<file path="src/rtl/acc_cpu_pkg.sv">
package acc_cpu_pkg;
   timeunit 1ns;
   timeprecision 1ps;

   localparam int OPC_W = 4;

   typedef enum logic [OPC_W-1:0] {
      OP_LOAD  = 4'd0,
      OP_STORE = 4'd1,
      OP_ADD   = 4'd2,
      OP_SUB   = 4'd3,
      OP_CMP   = 4'd4,
      OP_JMP   = 4'd5,
      OP_JGT   = 4'd6,
      OP_JEQ   = 4'd7,
      OP_JLT   = 4'd8,
      OP_JGE   = 4'd9,
      OP_JLE   = 4'd10,
      OP_MOVE  = 4'd11,
      OP_HALT  = 4'd15
   } opcode_e;

   typedef struct packed {
      logic gt;
      logic eq;
      logic lt;
   } cond_flags_t;

   typedef enum logic [2:0] {
      ST_FETCH,
      ST_DECODE,
      ST_RD_X,
      ST_WR_X,
      ST_RD_YA,
      ST_RD_Y,
      ST_WR_Y,
      ST_HALT
   } cpu_state_e;

   typedef enum logic [1:0] {
      MC_IDLE,
      MC_ISSUE,
      MC_WAIT,
      MC_DONE
   } mc_state_e;
endpackage

</file>
<file path="src/rtl/acc_cpu_memctl.sv">
module acc_cpu_memctl
   import acc_cpu_pkg::*;
#(
   parameter int DATA_W = 16,
   parameter int ADDR_W = 12
) (
   input  logic              clk,
   input  logic              rst_n,
   input  logic              req_i,
   input  logic              wr_i,
   input  logic [ADDR_W-1:0] addr_i,
   input  logic [DATA_W-1:0] wdata_i,
   output logic              ack_o,
   output logic [DATA_W-1:0] mdr_o,
   output logic [ADDR_W-1:0] mem_addr_o,
   output logic [DATA_W-1:0] mem_wdata_o,
   output logic              mem_we_o,
   input  logic [DATA_W-1:0] mem_rdata_i
);
   timeunit 1ns;
   timeprecision 1ps;

   mc_state_e         st_q;
   logic              wr_q;
   logic [ADDR_W-1:0] mar_q;
   logic [DATA_W-1:0] mdr_q;

   always_ff @(posedge clk or negedge rst_n) begin
      if (!rst_n) begin
         st_q  <= MC_IDLE;
         wr_q  <= 1'b0;
         mar_q <= '0;
         mdr_q <= '0;
      end else begin
         unique case (st_q)
            MC_IDLE: begin
               if (req_i) begin
                  mar_q <= addr_i;
                  wr_q  <= wr_i;
                  if (wr_i) mdr_q <= wdata_i;
                  st_q  <= MC_ISSUE;
               end
            end
            MC_ISSUE: st_q <= wr_q ? MC_IDLE : MC_WAIT;
            MC_WAIT: begin
               mdr_q <= mem_rdata_i;
               st_q  <= MC_DONE;
            end
            default: st_q <= MC_IDLE;
         endcase
      end
   end

   assign ack_o       = ((st_q == MC_ISSUE) && wr_q) || (st_q == MC_DONE);
   assign mem_we_o    = (st_q == MC_ISSUE) && wr_q;
   assign mem_addr_o  = mar_q;
   assign mem_wdata_o = mdr_q;
   assign mdr_o       = mdr_q;

   // a write strobe never lasts longer than one cycle
   p_we_single_r11: assert property (@(posedge clk) disable iff (!rst_n)
      mem_we_o |=> !mem_we_o);

   // read data handed back is what memory returned one cycle earlier
   p_mdr_capture_r11: assert property (@(posedge clk) disable iff (!rst_n)
      (ack_o && !mem_we_o) |-> (mdr_o == $past(mem_rdata_i)));

   // a read request is never acknowledged in the following cycle
   p_read_latency_r11: assert property (@(posedge clk) disable iff (!rst_n)
      ((st_q == MC_IDLE) && req_i && !wr_i) |=> !ack_o);
endmodule

</file>
<file path="src/rtl/acc_cpu_alu.sv">
module acc_cpu_alu
   import acc_cpu_pkg::*;
#(
   parameter int DATA_W = 16
) (
   input  opcode_e           op_i,
   input  logic [DATA_W-1:0] acc_i,
   input  logic [DATA_W-1:0] opnd_i,
   input  logic [DATA_W-1:0] cmp_a_i,
   input  logic [DATA_W-1:0] cmp_b_i,
   output logic [DATA_W-1:0] res_o,
   output cond_flags_t       flags_o
);
   timeunit 1ns;
   timeprecision 1ps;

   always_comb begin
      unique case (op_i)
         OP_LOAD: res_o = opnd_i;
         OP_ADD:  res_o = acc_i + opnd_i;
         OP_SUB:  res_o = acc_i - opnd_i;
         default: res_o = acc_i;
      endcase
   end

   always_comb begin
      flags_o.gt = (cmp_a_i > cmp_b_i);
      flags_o.eq = (cmp_a_i == cmp_b_i);
      flags_o.lt = (cmp_a_i < cmp_b_i);
   end
endmodule

</file>
<file path="src/rtl/acc_cpu_branch.sv">
module acc_cpu_branch
   import acc_cpu_pkg::*;
(
   input  opcode_e     op_i,
   input  cond_flags_t flags_i,
   output logic        take_o
);
   timeunit 1ns;
   timeprecision 1ps;

   always_comb begin
      unique case (op_i)
         OP_JMP:  take_o = 1'b1;
         OP_JGT:  take_o = flags_i.gt;
         OP_JEQ:  take_o = flags_i.eq;
         OP_JLT:  take_o = flags_i.lt;
         OP_JGE:  take_o = flags_i.gt | flags_i.eq;
         OP_JLE:  take_o = flags_i.lt | flags_i.eq;
         default: take_o = 1'b0;
      endcase
   end
endmodule

</file>
<file path="src/rtl/acc_cpu_top.sv">
module acc_cpu_top
   import acc_cpu_pkg::*;
#(
   parameter int DATA_W = 16,
   parameter int ADDR_W = 12
) (
   input  logic              clk,
   input  logic              rst_n,
   output logic [ADDR_W-1:0] mem_addr_o,
   output logic [DATA_W-1:0] mem_wdata_o,
   output logic              mem_we_o,
   input  logic [DATA_W-1:0] mem_rdata_i,
   output logic              halted_o,
   output logic [ADDR_W-1:0] dbg_pc_o,
   output logic [DATA_W-1:0] dbg_acc_o
);
   timeunit 1ns;
   timeprecision 1ps;

   localparam int OPF_W = DATA_W - ADDR_W;

   // elaboration checks on the instruction format
   initial begin : elab_chk
      a_fmt_r2: assert (OPF_W == OPC_W)
         else $error("opcode field must be %0d bits", OPC_W);
      a_addr_r2: assert (ADDR_W >= 2)
         else $error("address field too narrow");
   end

   cpu_state_e        state_q;
   logic [ADDR_W-1:0] pc_q;
   logic [DATA_W-1:0] acc_q;
   logic [DATA_W-1:0] ir_q;
   logic [DATA_W-1:0] tmp_q;
   logic [ADDR_W-1:0] yaddr_q;
   cond_flags_t       flags_q;

   opcode_e           op;
   logic [ADDR_W-1:0] xaddr;
   logic              mc_req;
   logic              mc_wr;
   logic [ADDR_W-1:0] mc_addr;
   logic [DATA_W-1:0] mc_wdata;
   logic              mc_ack;
   logic [DATA_W-1:0] mdr;
   logic [DATA_W-1:0] alu_res;
   cond_flags_t       cmp_flags;
   logic              take;

   assign op    = opcode_e'(ir_q[DATA_W-1 -: OPF_W]);
   assign xaddr = ir_q[ADDR_W-1:0];

   // request to the transfer controller, chosen by the current phase
   always_comb begin
      mc_req   = 1'b0;
      mc_wr    = 1'b0;
      mc_addr  = pc_q;
      mc_wdata = acc_q;
      unique case (state_q)
         ST_FETCH:  mc_req = 1'b1;
         ST_RD_X: begin
            mc_req  = 1'b1;
            mc_addr = xaddr;
         end
         ST_WR_X: begin
            mc_req  = 1'b1;
            mc_wr   = 1'b1;
            mc_addr = xaddr;
         end
         ST_RD_YA:  mc_req = 1'b1;
         ST_RD_Y: begin
            mc_req  = 1'b1;
            mc_addr = yaddr_q;
         end
         ST_WR_Y: begin
            mc_req   = 1'b1;
            mc_wr    = 1'b1;
            mc_addr  = yaddr_q;
            mc_wdata = tmp_q;
         end
         default: mc_req = 1'b0;
      endcase
   end

   acc_cpu_memctl #(.DATA_W(DATA_W), .ADDR_W(ADDR_W)) memctl_i (
      .clk         (clk),
      .rst_n       (rst_n),
      .req_i       (mc_req),
      .wr_i        (mc_wr),
      .addr_i      (mc_addr),
      .wdata_i     (mc_wdata),
      .ack_o       (mc_ack),
      .mdr_o       (mdr),
      .mem_addr_o  (mem_addr_o),
      .mem_wdata_o (mem_wdata_o),
      .mem_we_o    (mem_we_o),
      .mem_rdata_i (mem_rdata_i)
   );

   acc_cpu_alu #(.DATA_W(DATA_W)) alu_i (
      .op_i    (op),
      .acc_i   (acc_q),
      .opnd_i  (mdr),
      .cmp_a_i (tmp_q),
      .cmp_b_i (mdr),
      .res_o   (alu_res),
      .flags_o (cmp_flags)
   );

   acc_cpu_branch branch_i (
      .op_i    (op),
      .flags_i (flags_q),
      .take_o  (take)
   );

   always_ff @(posedge clk or negedge rst_n) begin
      if (!rst_n) begin
         state_q <= ST_FETCH;
         pc_q    <= '0;
         acc_q   <= '0;
         ir_q    <= '0;
         tmp_q   <= '0;
         yaddr_q <= '0;
         flags_q <= '0;
      end else begin
         unique case (state_q)
            ST_FETCH: begin
               if (mc_ack) begin
                  ir_q    <= mdr;
                  pc_q    <= pc_q + 1'b1;
                  state_q <= ST_DECODE;
               end
            end
            ST_DECODE: begin
               unique case (op)
                  OP_LOAD, OP_ADD, OP_SUB, OP_CMP, OP_MOVE: state_q <= ST_RD_X;
                  OP_STORE: state_q <= ST_WR_X;
                  OP_HALT:  state_q <= ST_HALT;
                  default: begin
                     if (take) pc_q <= xaddr;
                     state_q <= ST_FETCH;
                  end
               endcase
            end
            ST_RD_X: begin
               if (mc_ack) begin
                  if ((op == OP_CMP) || (op == OP_MOVE)) begin
                     tmp_q   <= mdr;
                     state_q <= ST_RD_YA;
                  end else begin
                     acc_q   <= alu_res;
                     state_q <= ST_FETCH;
                  end
               end
            end
            ST_RD_YA: begin
               if (mc_ack) begin
                  yaddr_q <= mdr[ADDR_W-1:0];
                  pc_q    <= pc_q + 1'b1;
                  state_q <= (op == OP_CMP) ? ST_RD_Y : ST_WR_Y;
               end
            end
            ST_RD_Y: begin
               if (mc_ack) begin
                  flags_q <= cmp_flags;
                  state_q <= ST_FETCH;
               end
            end
            ST_WR_X, ST_WR_Y: begin
               if (mc_ack) state_q <= ST_FETCH;
            end
            default: state_q <= ST_HALT;
         endcase
      end
   end

   assign halted_o  = (state_q == ST_HALT);
   assign dbg_pc_o  = pc_q;
   assign dbg_acc_o = acc_q;

   // a completed instruction fetch advances the PC by exactly one
   p_pc_step_r2: assert property (@(posedge clk) disable iff (!rst_n)
      ((state_q == ST_FETCH) && mc_ack) |=> (pc_q == ADDR_W'($past(pc_q) + 1'b1)));

   // a STORE drives the accumulator value onto the write data
   p_store_data_r4: assert property (@(posedge clk) disable iff (!rst_n)
      (mem_we_o && (state_q == ST_WR_X)) |-> (mem_wdata_o == acc_q));

   // after a compare completes exactly one flag is set
   p_flags_one_r6: assert property (@(posedge clk) disable iff (!rst_n)
      ((state_q == ST_RD_Y) && mc_ack) |=> ($countones(flags_q) == 1));

   // the flags never hold more than one set bit
   p_flags_excl_r6: assert property (@(posedge clk) disable iff (!rst_n)
      $onehot0(flags_q));

   // once halted, stay halted with PC and accumulator frozen
   p_halt_hold_r8: assert property (@(posedge clk) disable iff (!rst_n)
      halted_o |=> (halted_o && $stable(pc_q) && $stable(acc_q)));

   // no memory write while halted
   p_halt_nowrite_r8: assert property (@(posedge clk) disable iff (!rst_n)
      halted_o |-> !mem_we_o);
endmodule

</file>
<file path="config.mk">
export PLATFORM = sky130hd
export DESIGN_NAME = acc_cpu_top
export DESIGN_NICKNAME = d
export VERILOG_FILES = /design/src/rtl/acc_cpu_pkg.sv /design/src/rtl/acc_cpu_memctl.sv /design/src/rtl/acc_cpu_alu.sv /design/src/rtl/acc_cpu_branch.sv /design/src/rtl/acc_cpu_top.sv
export SDC_FILE = /design/constraint.sdc
export NUM_CORES = 1
export LEC_CHECK = 0
export ABC_AREA = 1
export BUFFER_PORTS_ARGS = -buffer_cell sky130_fd_sc_hd__buf_2
export CELL_PAD_IN_SITES_DETAIL_PLACEMENT = 1
export CELL_PAD_IN_SITES_GLOBAL_PLACEMENT = 1
export CORE_ASPECT_RATIO = 2
export CORE_MARGIN = 3
export CORE_UTILIZATION = 48
export CTS_BUF_LIST = sky130_fd_sc_hd__clkbuf_4
export DETAILED_ROUTE_END_ITERATION = 12
export PLACE_DENSITY_LB_ADDON = 0.1
export SYNTH_ARGS = -nofsm -noshare
export SYNTH_HDL_FRONTEND = slang
export SYNTH_SLANG_ARGS = --single-unit
</file>
<file path="constraint.sdc">
create_clock -name clk -period 5.55 [get_ports clk]
set_input_delay 0.2775 -clock clk [delete_from_list [all_inputs] [get_ports clk]]
set_output_delay 0.2775 -clock clk [all_outputs]
set_load 0.005 [all_outputs]
</file>
# Word level (Yosys, flattened, before mapping)
# Cells that the tools add are included.
word_totals:
  reg_bits: 109
  latch_bits: 0
  ram_bits: 0
  rom_bits: 0
  elab_cells: 103
  mem_count: 0
classes:
  addsub: 3
  mul: 0
  div: 0
  n_lt_le_gt_ge: 2
  n_eq_ne: 32
  shifts: 0
  n_mux: 24
  bitwise: 3
  n_reduce_logical: 26
op_table:
  columns: ["cell", "n"]
  rows:
  - ["$mux 16", 3]
  - ["$pmux 12 s2", 2]
  - ["$pmux 16 s3", 1]
  - ["$mux 12", 3]
  - ["$pmux 16 s2", 1]
  - ["$eq 4x4->1 const B", 5]
  - ["$add 16x16->16", 1]
  - ["$eq 16x16->1", 1]
  - ["$eq 4x3->1 const B", 4]
  - ["$gt 16x16->1", 1]
  - ["$lt 16x16->1", 1]
  - ["$sub 16x16->16", 1]
  - ["$mux 3", 5]
  - ["$pmux 3 s5", 1]
  - ["$add 12x1->12 const B", 1]
  - ["$eq 3x3->1 const B", 4]
  - ["$reduce_and 4->1", 3]
  - ["$ne 2x2->1 const B", 5]
  - ["$pmux 3 s3", 1]
  - ["$eq 4x2->1 const B", 2]
  - ["$ne 2x1->1 const B", 4]
  - ["$reduce_and 2->1", 4]
  - ["$reduce_or 2->1", 4]
  - ["$reduce_or 7->1", 1]
  - ["other kinds (22)", 31]

# Depth between registers and ports, before layout
depth:
  ltp_word: 6
  ltp_mapped: 21
  mapped_depth_nobuf: 21

# By module
# Synthesis repeated with hierarchy kept, for this count alone.
hier_totals:
  cells_unflattened: 1073
  area_unflattened_um2: 7661.1
modules_own_cells:
  columns: ["module", "n_inst", "cells_each", "area_per_inst_um2", "seq_area_each_um2"]
  rows:
  - ["acc_cpu_top", 1, 499, 3867.5, 1951.9]
  - ["acc_cpu_alu", 1, 350, 1988.2, 0.0]
  - ["acc_cpu_memctl", 1, 206, 1732.9, 775.7]
  - ["acc_cpu_branch", 1, 18, 72.6, 0.0]

# Worst setup path after synthesis
# Ideal clock, no wire load.
synth_timing:
  kind: "reg2reg"
  startpoint: "reg memctl_i.mdr_q[2] (netlist: memctl_i.mdr_o[2])"
  endpoint: "reg acc_q[14] (netlist: dbg_acc_o[14])"
  setup_ps: 117
  arrival_time_ps: 2386
  required_ps: 5433
  path_slack_ps: 3047
  stages_incl_launch_ff: 16
  path_buffers: 1
  synth_period_minus_slack_ps: 2503
  cell_sequence: "dfrtp_1 > buf_2 > nor2_1 > nand2_1 > o21ai_0 > o21ai_0 > xor2_1 > ha_1 > a21oi_1 > o21ai_0 > a21oi_1 > nand2_1 > nand2_1 > nand3_1 > nand2_1 > nand2_1"
synth_between:
  elab_chain_cells: 2
  word_cells_on_any_way: 3
synth_lines:
  columns: ["element", "line_no", "rtl"]
  rows:
  - ["start: declaration", "acc_cpu_memctl.sv:26", "logic [DATA_W-1:0] mdr_q;"]
  - ["start signal: assignment", "acc_cpu_memctl.sv:40", "if (wr_i) mdr_q <= wdata_i;"]
  - ["start signal: assignment", "acc_cpu_memctl.sv:46", "mdr_q <= mem_rdata_i;"]
  - ["$sub 16x16->16 / $add 16x16->16 (equally long branches)", "acc_cpu_alu.sv:21, acc_cpu_alu.sv:20", null]
  - ["$pmux 16 s3 (*)", "acc_cpu_alu.sv:18", "unique case (op_i)"]
  - ["end signal: assignment", "acc_cpu_top.sv:151", "acc_q <= alu_res;"]
  - ["end: declaration", "acc_cpu_top.sv:32", "logic [DATA_W-1:0] acc_q;"]
# Mark *: on every way between the ends. The rest lies on a longest branch, timed or not.
# A chain may end at the register's enable or synchronous reset.

# Worst setup path after layout
layout_timing:
  startpoint: "reg memctl_i.mdr_q[0] (netlist: memctl_i.mdr_o[0])"
  endpoint: "reg acc_q[15] (netlist: dbg_acc_o[15])"
# Same word-level chain as after synthesis.

==> results_dict.tcl <==
set metrics [dict create \
    outcome "complete, no violations" \
    startpoint_type "register" \
    instances_no_fill 1189 \
    synth-main-ff-cell "dfrtp_1" \
    start_util_pct 49.0 \
    post-route-period-util_pct 57.2 \
    finalSetupViolCount 0 \
    async_flop_share_pct 100 \
    antenna_found_initial 1 \
    finalSetupTns_ns 0 \
    maxSlewHeadroom_pct 23.9 \
    fin_crit_ns 3.17 \
    tightest_slew_ns 1.14 \
    final_cell_mix "nand2_1 (253), o21ai_0 (131), inv_1 (111)" \
    synth.top_cells.by_area "dfrtp_1 (40%), nand2_1 (14%), o21ai_0 (9.6%), inv_1 (6.1%), ha_1 (6.1%)" \
    vdd_drop_max_mv 0.330 \
    synthesis.nets 984 \
    ys_seq_elements 109 \
    worstPathArrival_ns 3.58 \
    p_leak_nw 3.78 \
    layout.nets 1047 \
    die_h_um 174 \
    grt_pass1_vias 6984 \
    first_pass_iters 4 \
    pin_count 76 \
    power.density_nw_per_um2 653 \
    viasPerCell 5.54 \
    dp_cells 1172 \
    path_class "register to register" \
    synthCells 932 \
    worstPathRequired_ns 5.96 \
    core_um2 13900 \
    gp_congestion 0.917 \
    rsz0062_at_grt "no" \
    synth.largest_area_cell "dfrtp_1" \
    final_util_pct 53.7 \
    fin_skew_ns 0.0312 \
    drive_gt1_share_pct 11.4 \
    cts.sinks 109 \
    clk_pin_slew_ns 0.20 \
    cp-end-kind "register" \
    ys_seq_area_share_pct 40.0 \
    yosys_warnings 0 \
    track_usage_pct 28.7 \
    hold_path_class "input pin to register" \
    drv_cap 0 \
    cpPeakStageDelay_ns 0.52 \
    vias 6587 \
    clock.fmax_mhz 315 \
    dp_hpwl_mm 16.9 \
    cpMostUsedCell "nand2_1" \
    clock_latency_ns 0.51 \
    grt_overflow 0 \
    port_buffers 75 \
    drc_errors 0 \
    grt_max_degree 57 \
    cts_root_buffer "clkbuf_4" \
    dieArea_um2 15700 \
    grt_pass1_wl_mm 35.7 \
    slowest_stage "dfrtp_1" \
    placed_area_um2 7320 \
    crit_path_max_fanout 7 \
    critical_path.cell_chain "inv_1 > ha_1 > nand4_1 > nor2_1 > nand3_1 > o21ai_0 > xor2_1 > ha_1 > nand2_1 > nor3_1 > a21oi_1 > nand2_1 > nand3_1 > nand2_1 > nand2_1" \
    dr.first_iter.drc_count 279 \
    totalWireLength_mm 22.0 \
    slew_viol_final 0 \
    clock_path_buffers 2 \
    synth_top_area_share_pct 40.0 \
    area_delta_synth_final_pct 9.53 \
    reg2reg_depth 15 \
    row_count 61 \
    synth_edf_count 0 \
    stdcell_area_um2 7460 \
    htreeDepth 3 \
    avgSynthCellArea_um2 7.31 \
    syn_area_um2 6810 \
    final_common_cell "nand2_1" \
    hold_depth 3 \
    die_w_um 90.2 \
    fillers 1891 \
    cts_tree "built" \
    post_drt_wl_per_cell_um 18.5 \
    hold_viol 0 \
    ant_nets 0 \
    synthDistinctLibCells 38 \
    numCtsBuffers 9 \
]
layer usage:
metal	track usage, %	part of all wire, %
met5	0	0
met4	17.4	6.1
met3	3.03	2.1
met2	54.8	55
met1	29.5	36
stage by stage:
| stage | total power [mW] | hold WS [ns] | worst slack, ns |
|---|---|---|---|
| after detailed placement | 4.49 | 0.369 | 2.48 |
| final | 4.88 | 0.0486 | 2.38 |
| after global routing | 5.36 | 0.0410 | 2.08 |
| after global placement | 4.37 | 0.367 | 2.53 |
| after floorplan | 3.47 | -0.0181 | 3.05 |
| after CTS | 4.91 | 0.0411 | 2.33 |
cell usage after synthesis, types with 11 or more instances:
library cell and number:
a21oi_1 55, o21ai_1 31, o211ai_1 18, dfrtp_1 109, nand2_1 253, nand3_1 43
ha_1 33, inv_1 111, nor2_1 49, xor2_1 18, clkbuf_1 11, buf_2 13
o21ai_0 131
state kept, by name, summed over array words and instances (netlist names):
signal	count
dbg_acc_o	16
state_q	3
ir_q	16
memctl_i.st_q	2
tmp_q	16
memctl_i.mem_addr_o	12
dbg_pc_o	12
memctl_i.mdr_o	16
flags_q	3
yaddr_q	12
memctl_i.wr_q	1
cells by family (layout without fill, tap and decap cells):
kind of cell / after synthesis / after routing / share of synthesized area, %
AOI/OAI and AO/OA: 250 / 250 / 19.7
xor gates and xnor gates: 20 / 20 / 2.57
adders and majority gates: 34 / 34 / 6.36
buffers and inverters: 148 / 215 / 8.82
DFF: 109 / 109 / 40.0
other: 0 / 1 / 0
and+or+nand+nor: 371 / 371 / 22.5
power by group:
group | switching (mW) | internal, mW
sequential | 0.369 | 1.12
combinational | 1.98 | 1.01
clock | 0.299 | 0.0984
total | 2.65 | 2.23
final timing paths:
check / endpoint / slack (ns) / start
max reg2reg: dbg_acc_o[15] / 2.38 / memctl_i.mdr_o[0]
min in group asynchronous: dbg_pc_o[2] / 0.31 / rst_n
max: dbg_acc_o[15] / 2.38 / memctl_i.mdr_o[0]
min reg2reg: memctl_i.mem_addr_o[5] / 0.50 / memctl_i.mem_addr_o[5]
min: memctl_i.mdr_o[0] / 0.05 / mem_rdata_i[0]
max in group asynchronous: memctl_i.mdr_o[9] / 4.01 / rst_n
area by class of cell:
| type | count | area (um^2) | area share, % |
|---|---|---|---|
| well taps | 189 | 236 | 3.17 |
| repair buffers | 84 | 448 | 6.00 |
| clock inverters | 6 | 56.3 | 0.755 |
| clock buffers | 9 | 67.6 | 0.906 |
| flip-flops and latches | 109 | 2730 | 36.6 |
| multi-input cells | 675 | 3490 | 46.7 |
| inverters | 116 | 435 | 5.84 |
| diodes | 1 | 2.50 | 0.0335 |
worst max-delay path, delay by kind of cell (launching register included):
| kind | cells | cell delay (ns) |
|---|---|---|
| simple gates | 9 | 1.23 |
| buf+inv | 1 | 0.19 |
| fa+ha+maj | 2 | 0.60 |
| xor+xnor | 1 | 0.13 |
| compound gates | 2 | 0.41 |
| flops | 1 | 0.52 |
timing repair:
action,in CTS,in global routing
endpoints found under the hold margin,53,0
hold buffers,1,0
gates resized for setup,0,0
setup buffers,0,0
(Power assumes the default switching activity.)
